==> config.mk <==
export PLATFORM = sky130hd
export DESIGN_NAME = dram_ecc_errlog
export DESIGN_NICKNAME = d
export VERILOG_FILES = /design/src/rtl/errlog_pkg.sv /design/src/rtl/errlog_capture.sv /design/src/rtl/errlog_regport.sv /design/src/rtl/dram_ecc_errlog.sv
export SDC_FILE = /design/constraint.sdc
export NUM_CORES = 1
export LEC_CHECK = 0
export BUFFER_PORTS_ARGS = -buffer_cell sky130_fd_sc_hd__buf_4
export CORE_MARGIN = 10
export CORE_UTILIZATION = 39
export CTS_CLUSTER_DIAMETER = 30
export DETAILED_ROUTE_END_ITERATION = 16
export GPL_TIMING_DRIVEN = 0
export HOLD_SLACK_MARGIN = 0.05
export PLACE_DENSITY_LB_ADDON = 0.08
export REMOVE_ABC_BUFFERS = 1
export SYNTH_ARGS = -nofsm -noshare
export SYNTH_HDL_FRONTEND = slang
export SYNTH_SLANG_ARGS = --single-unit
==> constraint.sdc <==
create_clock -name clk -period 1.3 [get_ports clk]
set_input_delay 0.26 -clock clk [delete_from_list [all_inputs] [get_ports clk]]
set_output_delay 0.26 -clock clk [all_outputs]
set_load 0.1 [all_outputs]
==> src/rtl/errlog_pkg.sv <==
package errlog_pkg;
    localparam int ADDR_W    = 33;          // physical address width
    localparam int SYN_W     = 8;           // ECC syndrome width
    localparam int GRAIN_LSB = 7;           // 128-byte capture grain
    localparam int WORD_W    = 32;          // register word width
    localparam int LANES     = WORD_W / 8;
    localparam int STS_W     = 16;
    localparam int WIDX_W    = 2;
    localparam int HI_W      = ADDR_W - GRAIN_LSB;      // captured address bits
    localparam int PTR_HI_W  = WORD_W - GRAIN_LSB;      // bits held in the pointer word
    localparam int EXT_W     = HI_W - PTR_HI_W;         // bits held in the extension

    // Status / enable bit positions (shared by both fields)
    localparam int BIT_CE    = 0;
    localparam int BIT_UE    = 1;
    localparam int BIT_REFTO = 8;
    localparam int BIT_LOCK  = 9;
    localparam int BIT_THERM = 11;
    localparam logic [STS_W-1:0] STS_MASK = 16'h0B03;

    // Word indices
    localparam logic [WIDX_W-1:0] W_CTL = 2'd0;
    localparam logic [WIDX_W-1:0] W_PTR = 2'd1;
    localparam logic [WIDX_W-1:0] W_SYN = 2'd2;

    typedef struct packed {
        logic [STS_W-1:0] sts;
        logic [HI_W-1:0]  ahi;
        logic             chan;
        logic [SYN_W-1:0] syn;
    } log_state_t;

    typedef struct packed {
        logic [STS_W-1:0] cmd;
    } port_state_t;
endpackage

==> src/rtl/errlog_capture.sv <==
module errlog_capture
    import errlog_pkg::*;
(
    input  logic              clk,
    input  logic              rst_n,
    input  logic              ev_ce,
    input  logic              ev_ue,
    input  logic [ADDR_W-1:0] ev_addr,
    input  logic              ev_chan,
    input  logic [SYN_W-1:0]  ev_syn,
    input  logic              ev_refto,
    input  logic              ev_lock,
    input  logic              ev_therm,
    input  logic [STS_W-1:0]  clr_mask,
    output logic [STS_W-1:0]  sts_q,
    output logic [HI_W-1:0]   ahi_q,
    output logic              chan_q,
    output logic [SYN_W-1:0]  syn_q
);
    log_state_t       st_d, st_q;
    logic [STS_W-1:0] set_vec;
    logic             take_ue, take_ce;
    logic [GRAIN_LSB-1:0] unused_low;

    assign unused_low = ev_addr[GRAIN_LSB-1:0];

    always_comb begin
        set_vec            = '0;
        set_vec[BIT_CE]    = ev_ce;
        set_vec[BIT_UE]    = ev_ue;
        set_vec[BIT_REFTO] = ev_refto;
        set_vec[BIT_LOCK]  = ev_lock;
        set_vec[BIT_THERM] = ev_therm;

        // Uncorrectable takes the record unless one is already held;
        // correctable takes it only when no ECC record is held at all.
        take_ue = ev_ue & ~st_q.sts[BIT_UE];
        take_ce = ev_ce & ~ev_ue & ~st_q.sts[BIT_UE] & ~st_q.sts[BIT_CE];

        st_d     = st_q;
        st_d.sts = ((st_q.sts & ~clr_mask) | set_vec) & STS_MASK;
        if (take_ue || take_ce) begin
            st_d.ahi  = ev_addr[ADDR_W-1:GRAIN_LSB];
            st_d.chan = ev_chan;
            st_d.syn  = ev_syn;
        end
    end

    always_ff @(posedge clk or negedge rst_n) begin
        if (!rst_n) st_q <= '0;
        else        st_q <= st_d;
    end

    assign sts_q  = st_q.sts;
    assign ahi_q  = st_q.ahi;
    assign chan_q = st_q.chan;
    assign syn_q  = st_q.syn;
endmodule

==> src/rtl/errlog_regport.sv <==
module errlog_regport
    import errlog_pkg::*;
(
    input  logic              clk,
    input  logic              rst_n,
    input  logic [WIDX_W-1:0] reg_word,
    input  logic              reg_we,
    input  logic [LANES-1:0]  reg_be,
    input  logic [WORD_W-1:0] reg_wdata,
    input  logic [STS_W-1:0]  sts,
    input  logic [HI_W-1:0]   ahi,
    input  logic              chan,
    input  logic [SYN_W-1:0]  syn,
    output logic [STS_W-1:0]  clr_mask,
    output logic [STS_W-1:0]  cmd_q,
    output logic [WORD_W-1:0] reg_rdata,
    output logic              serr_o
);
    port_state_t       ps_d, ps_q;
    logic [LANES-1:0]  lane_wr;
    logic [WORD_W-1:0] lane_bits;

    // Per-lane write strobes and bit masks, only toward the control word
    for (genvar i = 0; i < LANES; i++) begin : g_lane
        assign lane_wr[i] = reg_we & reg_be[i] & (reg_word == W_CTL);
        assign lane_bits[8*i +: 8] = {8{lane_wr[i]}};
    end

    always_comb begin
        clr_mask = reg_wdata[STS_W-1:0] & lane_bits[STS_W-1:0] & STS_MASK;

        ps_d     = ps_q;
        ps_d.cmd = ((ps_q.cmd & ~lane_bits[WORD_W-1:STS_W])
                   | (reg_wdata[WORD_W-1:STS_W] & lane_bits[WORD_W-1:STS_W]))
                   & STS_MASK;
    end

    always_ff @(posedge clk or negedge rst_n) begin
        if (!rst_n) ps_q <= '0;
        else        ps_q <= ps_d;
    end

    always_comb begin
        reg_rdata = '0;
        case (reg_word)
            W_CTL: reg_rdata = {ps_q.cmd, sts};
            W_PTR: reg_rdata = {ahi[PTR_HI_W-1:0], {(GRAIN_LSB-1){1'b0}}, chan};
            W_SYN: reg_rdata[SYN_W+EXT_W-1:0] = {ahi[HI_W-1:PTR_HI_W], syn};
            default: reg_rdata = '0;
        endcase
    end

    assign cmd_q  = ps_q.cmd;
    assign serr_o = |(sts & ps_q.cmd);
endmodule

==> src/rtl/dram_ecc_errlog.sv <==
module dram_ecc_errlog
    import errlog_pkg::*;
(
    input  logic              clk,
    input  logic              rst_n,
    input  logic              ev_ce,
    input  logic              ev_ue,
    input  logic [32:0]       ev_addr,
    input  logic              ev_chan,
    input  logic [7:0]        ev_syn,
    input  logic              ev_refto,
    input  logic              ev_lock,
    input  logic              ev_therm,
    input  logic [1:0]        reg_word,
    input  logic              reg_we,
    input  logic [3:0]        reg_be,
    input  logic [31:0]       reg_wdata,
    output logic [31:0]       reg_rdata,
    output logic              serr_o
);
    logic [STS_W-1:0] clr_w, sts_w, cmd_w;
    logic [HI_W-1:0]  ahi_w;
    logic             chan_w;
    logic [SYN_W-1:0] syn_w;

    errlog_capture u_cap (
        .clk(clk), .rst_n(rst_n),
        .ev_ce(ev_ce), .ev_ue(ev_ue), .ev_addr(ev_addr), .ev_chan(ev_chan),
        .ev_syn(ev_syn), .ev_refto(ev_refto), .ev_lock(ev_lock),
        .ev_therm(ev_therm), .clr_mask(clr_w),
        .sts_q(sts_w), .ahi_q(ahi_w), .chan_q(chan_w), .syn_q(syn_w)
    );

    errlog_regport u_port (
        .clk(clk), .rst_n(rst_n),
        .reg_word(reg_word), .reg_we(reg_we), .reg_be(reg_be),
        .reg_wdata(reg_wdata),
        .sts(sts_w), .ahi(ahi_w), .chan(chan_w), .syn(syn_w),
        .clr_mask(clr_w), .cmd_q(cmd_w), .reg_rdata(reg_rdata),
        .serr_o(serr_o)
    );
endmodule

Word-level counts from Yosys, hierarchy flattened. Index checks and enable logic that the tools add are counted.

Eq/ne operators: 2. Multiplexer cells: 2. Bitwise gates (word level): 24. Reduce and logical (&&, ||, !) cells: 3.

Operators by type and width (count): $and 12x12->12 (5); $pmux 23 s2 (1); $pmux 9 s3 (1); $not 12->12 (2); $or 12x12->12 (2); $reduce_or 16->1 (1); $and 1x1->1 (12); $not 1->1 (3); $eq 2x1->1 const B (1); $eq 2x2->1 const B (1); $logic_not 2->1 (1); $logic_or 1x1->1 (1).

Bits in registers: 45. Input port bits: 88. Output and inout bits: 33.

Longest topological paths before layout.
Word-level depth: 6. Mapped depth: 4. Depth with buffers taken out: 3.

Cells and area by module. A second synthesis with hierarchy kept.

Cell total of the unflattened synthesis: 208. Area total of the unflattened synthesis: 2457.4 µm².

By module, submodules not included: errlog_capture (times used 1, cells each 103, area an instance 1602.8 µm², seq. area each 1001.0 µm²); errlog_regport (times used 1, cells each 105, area an instance 854.6 µm², seq. area each 125.1 µm²).

Least setup slack after synthesis. Ideal clock, no wire load.

Path type: input to output. From: in reg_word[0]. To: out reg_rdata[0]. Arrival time: 2.701 ns. Setup slack: -1.661 ns. Cell stages on the path: 3. Buffers on the path: 1. Cells stage by stage: buf_2 -> mux2i_1 -> o21ai_0.

Longest elaborated chain between the ends: 2. Elaborated cells on any way between the ends: 4.

RTL lines: start, declared (RTL line dram_ecc_errlog.sv:14) `input logic [1:0] reg_word,`; $eq 2x2->1, or another cell as far along (RTL line errlog_regport.sv:45) `case (reg_word)`; $pmux 9 s3 * (RTL line errlog_regport.sv:45); end, declared (RTL line dram_ecc_errlog.sv:18) `output logic [31:0] reg_rdata,`.

Every way passes the cells marked *; elsewhere a longest branch is shown, timed or not.

==> results.txt <==
H-tree levels: 2
Maximum vdd drop: 0.866 mV
Via-per-instance ratio: 4.83
Die area: 8620 um^2
First-pass GRT wire length: 10100 um
Worst Setup End Kind: output port
Starting density of the core: 0.403
Met2 WL: 3100 um
Vias in the first global route: 1861
Failing checks: setup timing
Area Growth Syn to Fin: 79.2%
CTS tree: done
Total grt overflow: 0
Worst-Margin Slew: 579 ps
WL met1: 2590 um
Max-Cap Viols: 0
Reg2reg start: u_cap.sts_q[0]
Drt pass-1 iters: 4
IO Count: 121
Final Critical Period: 1570 ps
Hold_sp: ev_lock
Crit path max fanout: 2
Setup ws final: -266 ps
Pin count of the biggest net entering global routing: 46
Max Clock Freq: 638 MHz
Core ar.: 5140 um^2
Max incr delay on CP: 390 ps
Clock sinks: 45
Fraction of layout cells with a size suffix above 1: 0.689
Static Leak: 1.74 nW
Reg2reg setup slack: -240 ps
Startpoint Class: register
Slew Limit Fails: 0
Hold Path Class: primary input to register
Gpl congestion: 0.728
Hold_ws: 144 ps
Pwr dens: 1430 nW/um^2
Rel. slew slack: 0.614
Unrepaired setup endpoints after global routing: true
Largest family of logic cells by synthesized area: multiplexers
Xor and xnor area share after synthesis: 0
Avg Cell Area, Syn: 13.3 um^2
Final critical-path share of the clock period: 1.20
Met3 WL: 423 um
DRT iter0 DRCs: 35
Hold path endpoint: u_cap.sts_q[9]
Post-Synth Adder-Cell Area: 0
DPL Wire Length: 3770 um
Max Buffers Root-to-Sink: 2
Synth cell types: 22
Sequential area share after synthesis: 0.544
Post-route insts no fill: 343
Cells after Synth: 156
Post-Route WL: 6250 um
Setup Viol. Count Final: 47
Setup tns final: -7190 ps
CP max-delay cell: dfrtp_1
Skew final: 5.89 ps
Total CTS buffers: 5
Mux cell area share after synthesis: 0.266
Critical path class: register to output port
Synth Area in Compound Gates: 0.0441
Antenna cells: 0
Post-place setup slack: -775 ps
Drt wl/cell: 18.2 um
Initial antenna violation count: 0
WP data arrival: 1310 ps
Synth Cell Area: 2070 um^2
Simple-gate share of the synthesized area: 0.122
WP data required: 1040 ps
Overall power: 5.29 mW
Reg-to-reg endpoint: u_cap.ahi_q[0]
DR DRC count: 0
Synth Register Bits: 45
Clk slew on worst S/H paths: 80 ps
Synth warnings: 0
DR vias: 1657
Die Y: 92.9 um
Skew-Pair Late Insertion Delay: 290 ps
Root buf cell: clkbuf_8
Std cell rows: 26
Hold Vio Cnt, Final: 0
Final #Nets: 360
Uppermost layer routed: met4
# placed instances: 311
DIE WIDTH: 92.9 um
Final core occ: 0.722
Design area: 3710 um^2
Crit-path cells: a222oi_1 > nand2_1 > buf_6
PortBufs: 91
Global Route Usage Sum: 0.149
Status: finished, violations left
Area after DPL: 2800 um^2
R2R cell count: 5
WHS Path Cells: 2
Antenna viol nets, final: 0
## layout by cell type (no fill, tap or decap), types with 2 or more instances in the layout
| cell | synthesis | layout |
|---|---|---|
| dfrtp_1 | 45 | 44 |
| mux2i_1 | 10 | 10 |
| buf_12 | 0 | 28 |
| a21o_1 | 4 | 4 |
| nand3_1 | 4 | 4 |
| mux2_4 | 0 | 32 |
| and2_4 | 0 | 21 |
| buf_4 | 0 | 69 |
| clkbuf_8 | 0 | 6 |
| and2b_4 | 0 | 2 |
| nand2_1 | 4 | 4 |
| o21ai_1 | 0 | 2 |
| a21oi_4 | 1 | 2 |
| nor2_1 | 9 | 9 |
| buf_6 | 3 | 13 |
| mux2_2 | 40 | 8 |
## timing repair
| action | in CTS | in global routing |
|---|---|---|
| hold endpoints to repair | 45 | 0 |
| gates resized for setup | 134 | 18 |
| pin swaps | 5 | 4 |
| hold buffers | 1 | 0 |
| setup endpoints to repair | 68 | 61 |
| cloned | 5 | 0 |
| buffers inserted | 10 | 10 |
## worst max path at each step
stage / start / endpoint / slack [ps] / cells after the start
floorplan: u_cap.sts_q[0] / reg_rdata[0] / -1490 / 2
global placement: u_cap.sts_q[0] / u_cap.ahi_q[6] / -770 / 3
detailed placement: u_cap.sts_q[0] / u_cap.ahi_q[23] / -780 / 3
CTS: register / serr_o / -290 / 3
global route: register / serr_o / -350 / 3
finish: register / serr_o / -270 / 3
## critical path: cells and delay by family, from the launching register on
family / cells / cell delay (ps)
compound gates: 1 / 320
flops: 1 / 390
buf+inv: 1 / 190
simple gates: 1 / 100
## cells in the mapped netlist
cell type	n	area [um^2]
a22o_1	1	8.76
nand2_1	4	15.0
a21o_1	4	30.0
nor2_1	9	33.8
buf_6	3	33.8
and2_1	22	138
mux2i_1	10	100
clkbuf_1	2	7.51
dfrtp_1	45	1130
inv_1	1	3.75
nor2b_1	1	6.26
buf_2	1	5.00
a222oi_1	1	10.0
nor3b_4	1	18.8
a41oi_1	1	8.76
nand2b_4	1	13.8
a22oi_1	1	7.51
mux2_2	40	450
and2b_1	1	7.51
o21ai_0	2	10.0
nand3_1	4	20.0
a21oi_4	1	16.3
## routing by layer
metal,up-vias,track usage
met4,0,0.0501
met1,801,0.166
met2,56,0.256
met3,13,0.0533
met5,-,0
li1,787,-
## power breakdown
group          leakage [nW]  internal (mW)  switching [mW]
logic                  1.16           1.07            1.19
registers             0.518           1.74           0.191
clock network        0.0585          0.627           0.465
total                  1.74           3.44            1.85
## cell families after synthesis
kind of cell | count (synthesis)
and+or+nand+nor | 43
buffers and inverters | 7
AOI/OAI and AO/OA | 11
muxes | 50
DFF | 45
## area by class of cell
class / count / area, um^2
clock buffer: 7 / 86.3
fill: 358 / 1430
multi-input combinational: 107 / 1110
sequential: 45 / 1130
clock inverter: 1 / 30.0
inverter: 1 / 3.75
tap: 70 / 87.6
timing repair buffer: 112 / 1260
Power figures use the tool's default switching activity.
